## src/rtl/rxfc_pkg.sv

```systemverilog
package rxfc_pkg;

    localparam int unsigned FIFO_DEPTH = 64;
    localparam int unsigned DATA_W     = 8;
    localparam int unsigned LVL_W      = $clog2(FIFO_DEPTH + 1);
    localparam int unsigned TBL_N      = 4;
    localparam int unsigned SEL_W      = $clog2(TBL_N);

    typedef logic [LVL_W-1:0] lvl_t;

    localparam lvl_t DEPTH_LVL = lvl_t'(FIFO_DEPTH);

    typedef struct packed {
        logic              brk;
        logic              frm;
        logic              par;
        logic [DATA_W-1:0] data;
    } rx_entry_t;

    typedef struct packed {
        lvl_t trig;
        lvl_t upper;
        lvl_t lower;
    } thresh_t;

    // Fixed trigger table; indices outside the table saturate to empty or full.
    function automatic lvl_t tbl_level(input int idx);
        lvl_t v;
        case (idx)
            0:       v = lvl_t'(8);
            1:       v = lvl_t'(16);
            2:       v = lvl_t'(32);
            3:       v = lvl_t'(56);
            default: v = (idx < 0) ? '0 : DEPTH_LVL;
        endcase
        return v;
    endfunction

    function automatic lvl_t clamp_depth(input logic [LVL_W:0] v);
        return (v > {1'b0, DEPTH_LVL}) ? DEPTH_LVL : v[LVL_W-1:0];
    endfunction

    function automatic lvl_t floor_sub(input lvl_t a, input lvl_t b);
        return (b >= a) ? '0 : lvl_t'(a - b);
    endfunction

endpackage

```

## src/rtl/rxfc_fifo.sv

```systemverilog
module rxfc_fifo
    import rxfc_pkg::*;
#(
    parameter int unsigned DEPTH = FIFO_DEPTH
) (
    input  logic      clk,
    input  logic      rst,
    input  logic      push,
    input  rx_entry_t push_entry,
    input  logic      pop,
    output rx_entry_t head_entry,
    output lvl_t      level
);
    localparam int unsigned PTR_W = (DEPTH > 1) ? $clog2(DEPTH) : 1;
    localparam logic [PTR_W-1:0] LAST_PTR = PTR_W'(DEPTH - 1);
    localparam lvl_t FULL_LVL = lvl_t'(DEPTH);

    rx_entry_t        mem [DEPTH];
    logic [PTR_W-1:0] wr_ptr;
    logic [PTR_W-1:0] rd_ptr;
    lvl_t             count;
    logic             push_ok;
    logic             pop_ok;

    assign push_ok    = push && (count != FULL_LVL);
    assign pop_ok     = pop && (count != '0);
    assign head_entry = mem[rd_ptr];
    assign level      = count;

    function automatic logic [PTR_W-1:0] ptr_inc(input logic [PTR_W-1:0] p);
        return (p == LAST_PTR) ? '0 : p + 1'b1;
    endfunction

    always_ff @(posedge clk) begin
        if (push_ok) begin
            mem[wr_ptr] <= push_entry;
        end
    end

    always_ff @(posedge clk) begin
        if (rst) begin
            wr_ptr <= '0;
            rd_ptr <= '0;
            count  <= '0;
        end else begin
            if (push_ok) begin
                wr_ptr <= ptr_inc(wr_ptr);
            end
            if (pop_ok) begin
                rd_ptr <= ptr_inc(rd_ptr);
            end
            case ({push_ok, pop_ok})
                2'b10:   count <= count + 1'b1;
                2'b01:   count <= count - 1'b1;
                default: count <= count;
            endcase
        end
    end

    AST_NO_OVERFLOW: assert property (@(posedge clk) disable iff (rst)
        (push && !pop && level == FULL_LVL) |=> (level == FULL_LVL));

    AST_NO_UNDERFLOW: assert property (@(posedge clk) disable iff (rst)
        (pop && !push && level == '0) |=> (level == '0));

    AST_LEVEL_BOUND: assert property (@(posedge clk) disable iff (rst)
        level <= FULL_LVL);

endmodule

```

## src/rtl/rxfc_thresh.sv

```systemverilog
module rxfc_thresh
    import rxfc_pkg::*;
(
    input  logic             tbl_mode,
    input  logic [SEL_W-1:0] tbl_sel,
    input  lvl_t             prog_trig,
    input  lvl_t             prog_hyst,
    output thresh_t          thr
);
    lvl_t             trig_c;
    logic [LVL_W:0]   up_sum;
    thresh_t          thr_tbl;
    thresh_t          thr_prog;

    always_comb begin
        trig_c = (prog_trig > DEPTH_LVL) ? DEPTH_LVL : prog_trig;
        up_sum = {1'b0, trig_c} + {1'b0, prog_hyst};

        thr_prog.trig  = trig_c;
        thr_prog.upper = clamp_depth(up_sum);
        thr_prog.lower = floor_sub(trig_c, prog_hyst);

        thr_tbl.trig  = tbl_level(int'(tbl_sel));
        thr_tbl.upper = tbl_level(int'(tbl_sel) + 1);
        thr_tbl.lower = tbl_level(int'(tbl_sel) - 1);

        thr = tbl_mode ? thr_tbl : thr_prog;
    end

    AST_LIMITS_IN_RANGE: assert property (@(posedge tbl_mode)
        (thr.upper <= DEPTH_LVL) && (thr.lower <= DEPTH_LVL));

endmodule

```

## src/rtl/rxfc_rts_ctrl.sv

```systemverilog
module rxfc_rts_ctrl
    import rxfc_pkg::*;
(
    input  logic    clk,
    input  logic    rst,
    input  lvl_t    level,
    input  thresh_t thr,
    input  logic    auto_rts_en,
    input  logic    sw_rts,
    input  logic    rts_irq_en,
    input  logic    rts_irq_clr,
    output logic    rts_n,
    output logic    rx_trig_irq,
    output logic    rts_irq
);
    logic auto_act;
    logic paused_q, paused_d;
    logic rts_n_q, rts_n_d;
    logic irq_q, irq_d;
    logic rise;

    always_comb begin
        auto_act = auto_rts_en && sw_rts;
        paused_d = paused_q;
        if (!auto_act) begin
            paused_d = 1'b0;
        end else if (level >= thr.upper) begin
            paused_d = 1'b1;
        end else if (level <= thr.lower) begin
            paused_d = 1'b0;
        end
        rts_n_d = auto_act ? paused_d : !sw_rts;
        rise    = rts_n_d && !rts_n_q;
        irq_d   = (rise && rts_irq_en) || (irq_q && !rts_irq_clr);
    end

    always_ff @(posedge clk) begin
        if (rst) begin
            paused_q <= 1'b0;
            rts_n_q  <= 1'b1;
            irq_q    <= 1'b0;
        end else begin
            paused_q <= paused_d;
            rts_n_q  <= rts_n_d;
            irq_q    <= irq_d;
        end
    end

    assign rts_n       = rts_n_q;
    assign rts_irq     = irq_q;
    assign rx_trig_irq = (level >= thr.trig);

    AST_RTS_OFF_AT_UPPER: assert property (@(posedge clk) disable iff (rst)
        (auto_rts_en && sw_rts && level >= thr.upper) |=> rts_n);

    AST_RTS_ON_AT_LOWER: assert property (@(posedge clk) disable iff (rst)
        (auto_rts_en && sw_rts && level <= thr.lower && level < thr.upper) |=> !rts_n);

    AST_MANUAL_PIN: assert property (@(posedge clk) disable iff (rst)
        !(auto_rts_en && sw_rts) |=> (rts_n == !$past(sw_rts)));

    AST_IRQ_ON_RISE: assert property (@(posedge clk) disable iff (rst)
        ($rose(rts_n) && $past(rts_irq_en)) |-> rts_irq);

    AST_IRQ_STICKY: assert property (@(posedge clk) disable iff (rst)
        (rts_irq && !rts_irq_clr) |=> rts_irq);

endmodule

```

## src/rtl/rx_rts_flow_ctrl.sv

```systemverilog
module rx_rts_flow_ctrl
    import rxfc_pkg::*;
(
    input  logic             clk,
    input  logic             rst,
    input  logic             wr_en,
    input  logic [DATA_W-1:0] wr_data,
    input  logic             wr_brk,
    input  logic             wr_frm,
    input  logic             wr_par,
    input  logic             rd_en,
    output logic [DATA_W-1:0] rd_data,
    output logic             rd_brk,
    output logic             rd_frm,
    output logic             rd_par,
    output logic [LVL_W-1:0] fill_level,
    input  logic             tbl_mode,
    input  logic [SEL_W-1:0] tbl_sel,
    input  logic [LVL_W-1:0] prog_trig,
    input  logic [LVL_W-1:0] prog_hyst,
    input  logic             auto_rts_en,
    input  logic             rts_irq_en,
    input  logic             sw_rts,
    input  logic             rts_irq_clr,
    output logic             rts_n,
    output logic             rx_trig_irq,
    output logic             rts_irq
);
    rx_entry_t in_entry;
    rx_entry_t head;
    lvl_t      level;
    thresh_t   thr;

    always_comb begin
        in_entry.brk  = wr_brk;
        in_entry.frm  = wr_frm;
        in_entry.par  = wr_par;
        in_entry.data = wr_data;
    end

    rxfc_fifo #(.DEPTH(FIFO_DEPTH)) fifo_i (
        .clk        (clk),
        .rst        (rst),
        .push       (wr_en),
        .push_entry (in_entry),
        .pop        (rd_en),
        .head_entry (head),
        .level      (level)
    );

    rxfc_thresh thresh_i (
        .tbl_mode  (tbl_mode),
        .tbl_sel   (tbl_sel),
        .prog_trig (prog_trig),
        .prog_hyst (prog_hyst),
        .thr       (thr)
    );

    rxfc_rts_ctrl rts_i (
        .clk         (clk),
        .rst         (rst),
        .level       (level),
        .thr         (thr),
        .auto_rts_en (auto_rts_en),
        .sw_rts      (sw_rts),
        .rts_irq_en  (rts_irq_en),
        .rts_irq_clr (rts_irq_clr),
        .rts_n       (rts_n),
        .rx_trig_irq (rx_trig_irq),
        .rts_irq     (rts_irq)
    );

    assign rd_data    = head.data;
    assign rd_brk     = head.brk;
    assign rd_frm     = head.frm;
    assign rd_par     = head.par;
    assign fill_level = level;

endmodule

```

## config.mk

```make
export PLATFORM = sky130hd
export DESIGN_NAME = rx_rts_flow_ctrl
export DESIGN_NICKNAME = d
export VERILOG_FILES = /design/src/rtl/rxfc_pkg.sv /design/src/rtl/rxfc_fifo.sv /design/src/rtl/rxfc_thresh.sv /design/src/rtl/rxfc_rts_ctrl.sv /design/src/rtl/rx_rts_flow_ctrl.sv
export SDC_FILE = /design/constraint.sdc
export NUM_CORES = 1
export LEC_CHECK = 0
export BUFFER_PORTS_ARGS = -buffer_cell sky130_fd_sc_hd__buf_2
export CAP_MARGIN = 20
export CORE_MARGIN = 1
export CORE_UTILIZATION = 45
export DETAILED_ROUTE_END_ITERATION = 8
export GPL_ROUTABILITY_DRIVEN = 0
export PLACE_DENSITY = 0.6
export SYNTH_ARGS = -nofsm -noshare
export SYNTH_HDL_FRONTEND = slang
export SYNTH_HIERARCHICAL = 1
export SYNTH_SLANG_ARGS = --single-unit
```

## constraint.sdc

```tcl
create_clock -name clk -period 5.1 [get_ports clk]
set_input_delay 1.02 -clock clk [delete_from_list [all_inputs] [get_ports clk]]
set_output_delay 1.02 -clock clk [all_outputs]
set_load 0.005 [all_outputs]
```

# Word level (Yosys, flattened, before mapping)

Memory sizes are Yosys's and may differ from the RTL's. A register that Yosys moved wholly into a read port is not among the register bits.
Cells that the tools add are included.

Magnitude comparators: 8
Reductions and logical operators: 15
$add $sub $neg: 8
Mux-type cells: 20
Equal/unequal tests: 14

Operators by type and width:

| kind                  | number |
|---|---|
| $eq A32 B2 Y1 const B | 4 |
| $pmux W7 S4           | 3 |
| $eq A32 B1 Y1 const B | 2 |
| $logic_not A32 Y1     | 2 |
| $lt A32 B1 Y1 const B | 2 |
| $mux W7               | 5 |
| $mux W6               | 4 |
| $ge A7 B7 Y1          | 3 |
| $mux W21              | 1 |
| $pmux W7 S2           | 1 |
| $add A6 B1 Y6 const B | 2 |
| $eq A6 B6 Y1 const B  | 2 |
| $add A7 B7 Y8         | 1 |
| $gt A8 B7 Y1 const B  | 1 |
| $add A7 B1 Y7 const B | 1 |
| $gt A7 B7 Y1 const B  | 1 |
| $le A7 B7 Y1          | 1 |
| $ne A7 B7 Y1 const B  | 1 |
| $reduce_bool A7 Y1    | 1 |
| $sub A7 B1 Y7 const B | 1 |
| $sub A7 B7 Y7         | 1 |
| $eq A2 B2 Y1 const B  | 3 |
| $logic_and A1 B1 Y1   | 6 |
| $mux W1               | 6 |
| other kinds (7)       | 10 |

Input bits: 36
RAM bits: 704
Memories kept: 1
Flip-flop bits (word level): 22
Output and inout bits: 21
Logic and storage cells: 72

Memories:

| memory     | depth | bits a word | rd ports | clocked after memory_dff | write ports | RTL line        | text |
|---|---|---|---|---|---|---|---|
| fifo_i.mem | 64    | 11          | 1        | 1                        | 1           | rxfc_fifo.sv:18 | `rx_entry_t mem [DEPTH];` |

# Logic depth before layout (Yosys ltp)

Depth after elaboration: 14
Mapped depth: 17

# Hierarchy

Netlist, hierarchy kept.

By module, submodules not included:

| module        | seq. area each (um^2) | area an instance (um^2) | cells an instance | times used |
|---|---|---|---|---|
| rxfc_fifo     | 21640.8               | 28640.0                 | 1340              | 1 |
| rxfc_thresh   | 0.0                   | 908.4                   | 129               | 1 |
| rxfc_rts_ctrl | 60.1                  | 640.6                   | 83                | 1 |

# Least setup slack after synthesis

No wires, ideal clock.

Path kind: input port to flip-flop
From: in prog_trig[6]
To: reg rts_i.rts_n_q (netlist: rts_i/rts_n)
Path buffers: 0
Setup time: 0.135 ns
Setup slack: 1.290 ns
Stages: 17
Data arrival time: 3.675 ns
Data required time: 4.965 ns
Cell sequence: inv_1 -> nand2_1 -> inv_1 -> ha_1 -> inv_1 -> fa_1 -> nor2b_1 -> o211a_1 -> o311a_1 -> a31oi_4 -> nor2_1 -> inv_1 -> ha_1 -> o21ai_0 -> a21oi_1 -> o31ai_1 -> nand4b_1

RTL lines:

| what                   | RTL line               | text |
|---|---|---|
| start: declaration     | rx_rts_flow_ctrl.sv:19 | `input logic [LVL_W-1:0] prog_trig,` |
| end signal: assignment | rxfc_rts_ctrl.sv:44    | `rts_n_q <= rts_n_d;` |
| end: declaration       | rxfc_rts_ctrl.sv:18    | `logic rts_n_q, rts_n_d;` |

==> metrics.cfg <==
[outcome]
status = finished with violations
failed_checks = design-rule violations

[yosys]
postSynth.asyncResetShare = 0
ys_types = 77
syn_inst = 1552
ys_warn_count = 6
ys_seq_area_frac = 0.719
syn_nets = 1632
synth.avg_cell_area_sq_um = 19.5
ys_ff_latch = 732
synth_ff_type = edfxtp_1
synth_edf_count = 704
synth_area_sq_um = 30200

[finish]
fin_nets = 1784
areaGrowthSynthToFinish_pct = 13.3
fillers = 5242
drive_gt1_frac = 0.257

[sta]
max_slew_margin = 0.272
finalWorstPathRequiredPeriod_ns = 4.78
finalHoldViolations = 0
post-route-period-util = 0.937
whs_ns = 0.568
grt_setup_unrepaired = false
clock_skew_ns = 0.0223
setup_viol = 0
fin_setup_tns_ns = 0
slew_violations = 0
fmax_ghz = 0.209
tightestPinTransition_ns = 1.09

[route]
firstDrtPassIters = 7
drt_wl_total_um = 70800
ant_nets = 0
vias_per_cell = 5.83
wire_per_inst_um = 27.0
num_vias = 15292
drcViolationCount = 6
drtIter0Drc = 1452

[clock_network]
hold_buffers = 0
clkLatencyLatePin_ns = 0.62
htreeDepth = 3
path_clk_slew_ns = 0.06
cts_buffers = 75
clock-sinks = 732
clock_path_buffers = 3
cts_tree = built
root_buffer = clkbuf_16
ctsResizeCount = 0
post_cts_buffers = 0

[floorplanning]
coreArea_sq_um = 66100
fp.dieW_um = 261
rows = 94
fp.dieH_um = 261
die-area_sq_um = 68100
ios = 57
initial_utilization = 0.457

[global_routing]
antenna_found_initial = 5
grt_start_max_net_pins = 83
grt_pass1_vias = 15468
grt_pass1_wl_um = 103000
grt_usage = 0.210
grt_overflow = 0

[pwr]
peakVddDrop_v = 0.000291
power_uw = 14500
p_leak_uw = 0.0109
p_per_area_nw_per_um2 = 424

[setup_path]
slowest_delay_ns = 0.86
crit_required_ns = 4.08
cp_cell_sequence = nor2b_1 -> a22oi_1 -> o221ai_1 -> o32ai_1 -> buf_2
worstSetupPathType = reg2out
endpoint_kind = primary output
crit_path_start_kind = flip-flop
arrival_ns = 3.76
critPathSlowestCell = dfxtp_4
crit_fanout = 48

[min_path]
hp-class = reg2reg

[placed_design]
hpwlAfterDp_um = 42100
io_buffers = 56

[run]
drv_cap = 0

kinds of logic after synthesis:
group	synth area share
flops	0.719
simple gates	0.0396
mux	0.156
compound gates	0.0375
buf+inv	0.0235
fa+ha+maj	0.0191
xor+xnor	0.00551
sequential cells by signal, summed over array words and instances, names as in the netlist, named ones only:
register,count
fifo_i/mem,704
fifo_i/level,7
fifo_i/rd_ptr,6
fifo_i/wr_ptr,6
rts_i/paused_q,1
rts_i/rts_irq,1
rts_i/rts_n,1
layout make-up:
| type | instances | area [sq um] | area share |
|---|---|---|---|
| antenna | 1 | 2.50 | 0.0000732 |
| clock buffer | 96 | 2050 | 0.0600 |
| clock inverter | 37 | 284 | 0.00831 |
| inverter | 43 | 161 | 0.00472 |
| multi-input combinational | 695 | 7780 | 0.227 |
| sequential | 732 | 21700 | 0.635 |
| tap | 864 | 1080 | 0.0316 |
| timing repair buffer | 157 | 1120 | 0.0328 |
layout by cell type (no fill, tap or decap), types with 21 or more instances in the layout:
master / netlist / final
mux4_2: 165 / 165
dfxtp_1: 28 / 24
clkbuf_16: 0 / 79
ha_1: 42 / 42
buf_4: 11 / 95
o21ai_0: 21 / 21
nand2_1: 36 / 36
edfxtp_1: 704 / 704
inv_1: 42 / 42
nor2_1: 119 / 119
buf_2: 24 / 56
mux2i_1: 40 / 40
critical path: cells and delay by family (launching register included):
kind                   cells  cell delay [ns]
AOI/OAI and AO/OA          3             1.56
buffers and inverters      1             0.24
DFF                        1             0.86
and+or+nand+nor            1             0.40
worst paths after layout:
kind	to	depth (start not counted)	slack (ns)	from
worst max register to register	fifo_i/level[6]$_SDFFE_PP0P_	11	1.47	fifo_i/level[1]$_SDFFE_PP0P_
worst max-delay path	rd_par	5	0.32	flip-flop
worst min-delay path	flip-flop	2	0.57	fifo_i/rd_ptr[1]$_SDFFE_PP0N_
worst min register to register	flip-flop	2	0.57	fifo_i/rd_ptr[1]$_SDFFE_PP0N_
metrics by stage:
step / cell area, sq um / utilization / setup slack, ns / cells
global placement: 31800 / 0.481 / 0.730 / 2489
global route: 34200 / 0.517 / 0.185 / 2624
finish: 34200 / 0.517 / 0.319 / 2625
floorplan: 30200 / - / 1.29 / 1552
CTS: 34100 / 0.517 / 0.0787 / 2622
detailed placement: 31800 / 0.481 / 0.738 / 2489
synthesized netlist by cell type (all sizes together), types with 7 or more instances:
cell type	count	share of area
edfxtp	704	0.70
mux4	185	0.14
nor2	119	0.015
buf	59	0.015
inv	43	0.0053
ha	42	0.017
mux2i	40	0.013
nand2	36	0.0045
dfxtp	28	0.019
clkbuf	23	0.0030
o21ai	23	0.0038
a21oi	21	0.0036
nor2b	20	0.0041
o221ai	19	0.0055
a211oi	14	0.0038
a21o	13	0.0032
nand3	13	0.0022
xnor2	12	0.0035
nand2b	11	0.0025
a22oi	9	0.0022
a31oi	9	0.0026
nand3b	9	0.0022
o32ai	9	0.0026
nor3	7	0.0013
xor2	7	0.0020
report_power, final:
part	total [uW]	switching, uW	leakage (uW)	internal [uW]
Clock	5230	2230	0.00114	3000
Sequential	6800	138	0.00656	6660
Combinational	2460	1300	0.00320	1150
routing by layer:
layer | routed length [um] | vias to the layer above | track usage
li1 | - | 6650 | -
met1 | 29000 | 8060 | 0.282
met2 | 35700 | 476 | 0.350
met3 | 4270 | 98 | 0.0369
met4 | 1770 | 8 | 0.0690
met5 | 55 | - | 0
No activity file was read; power rests on OpenSTA's default activity.
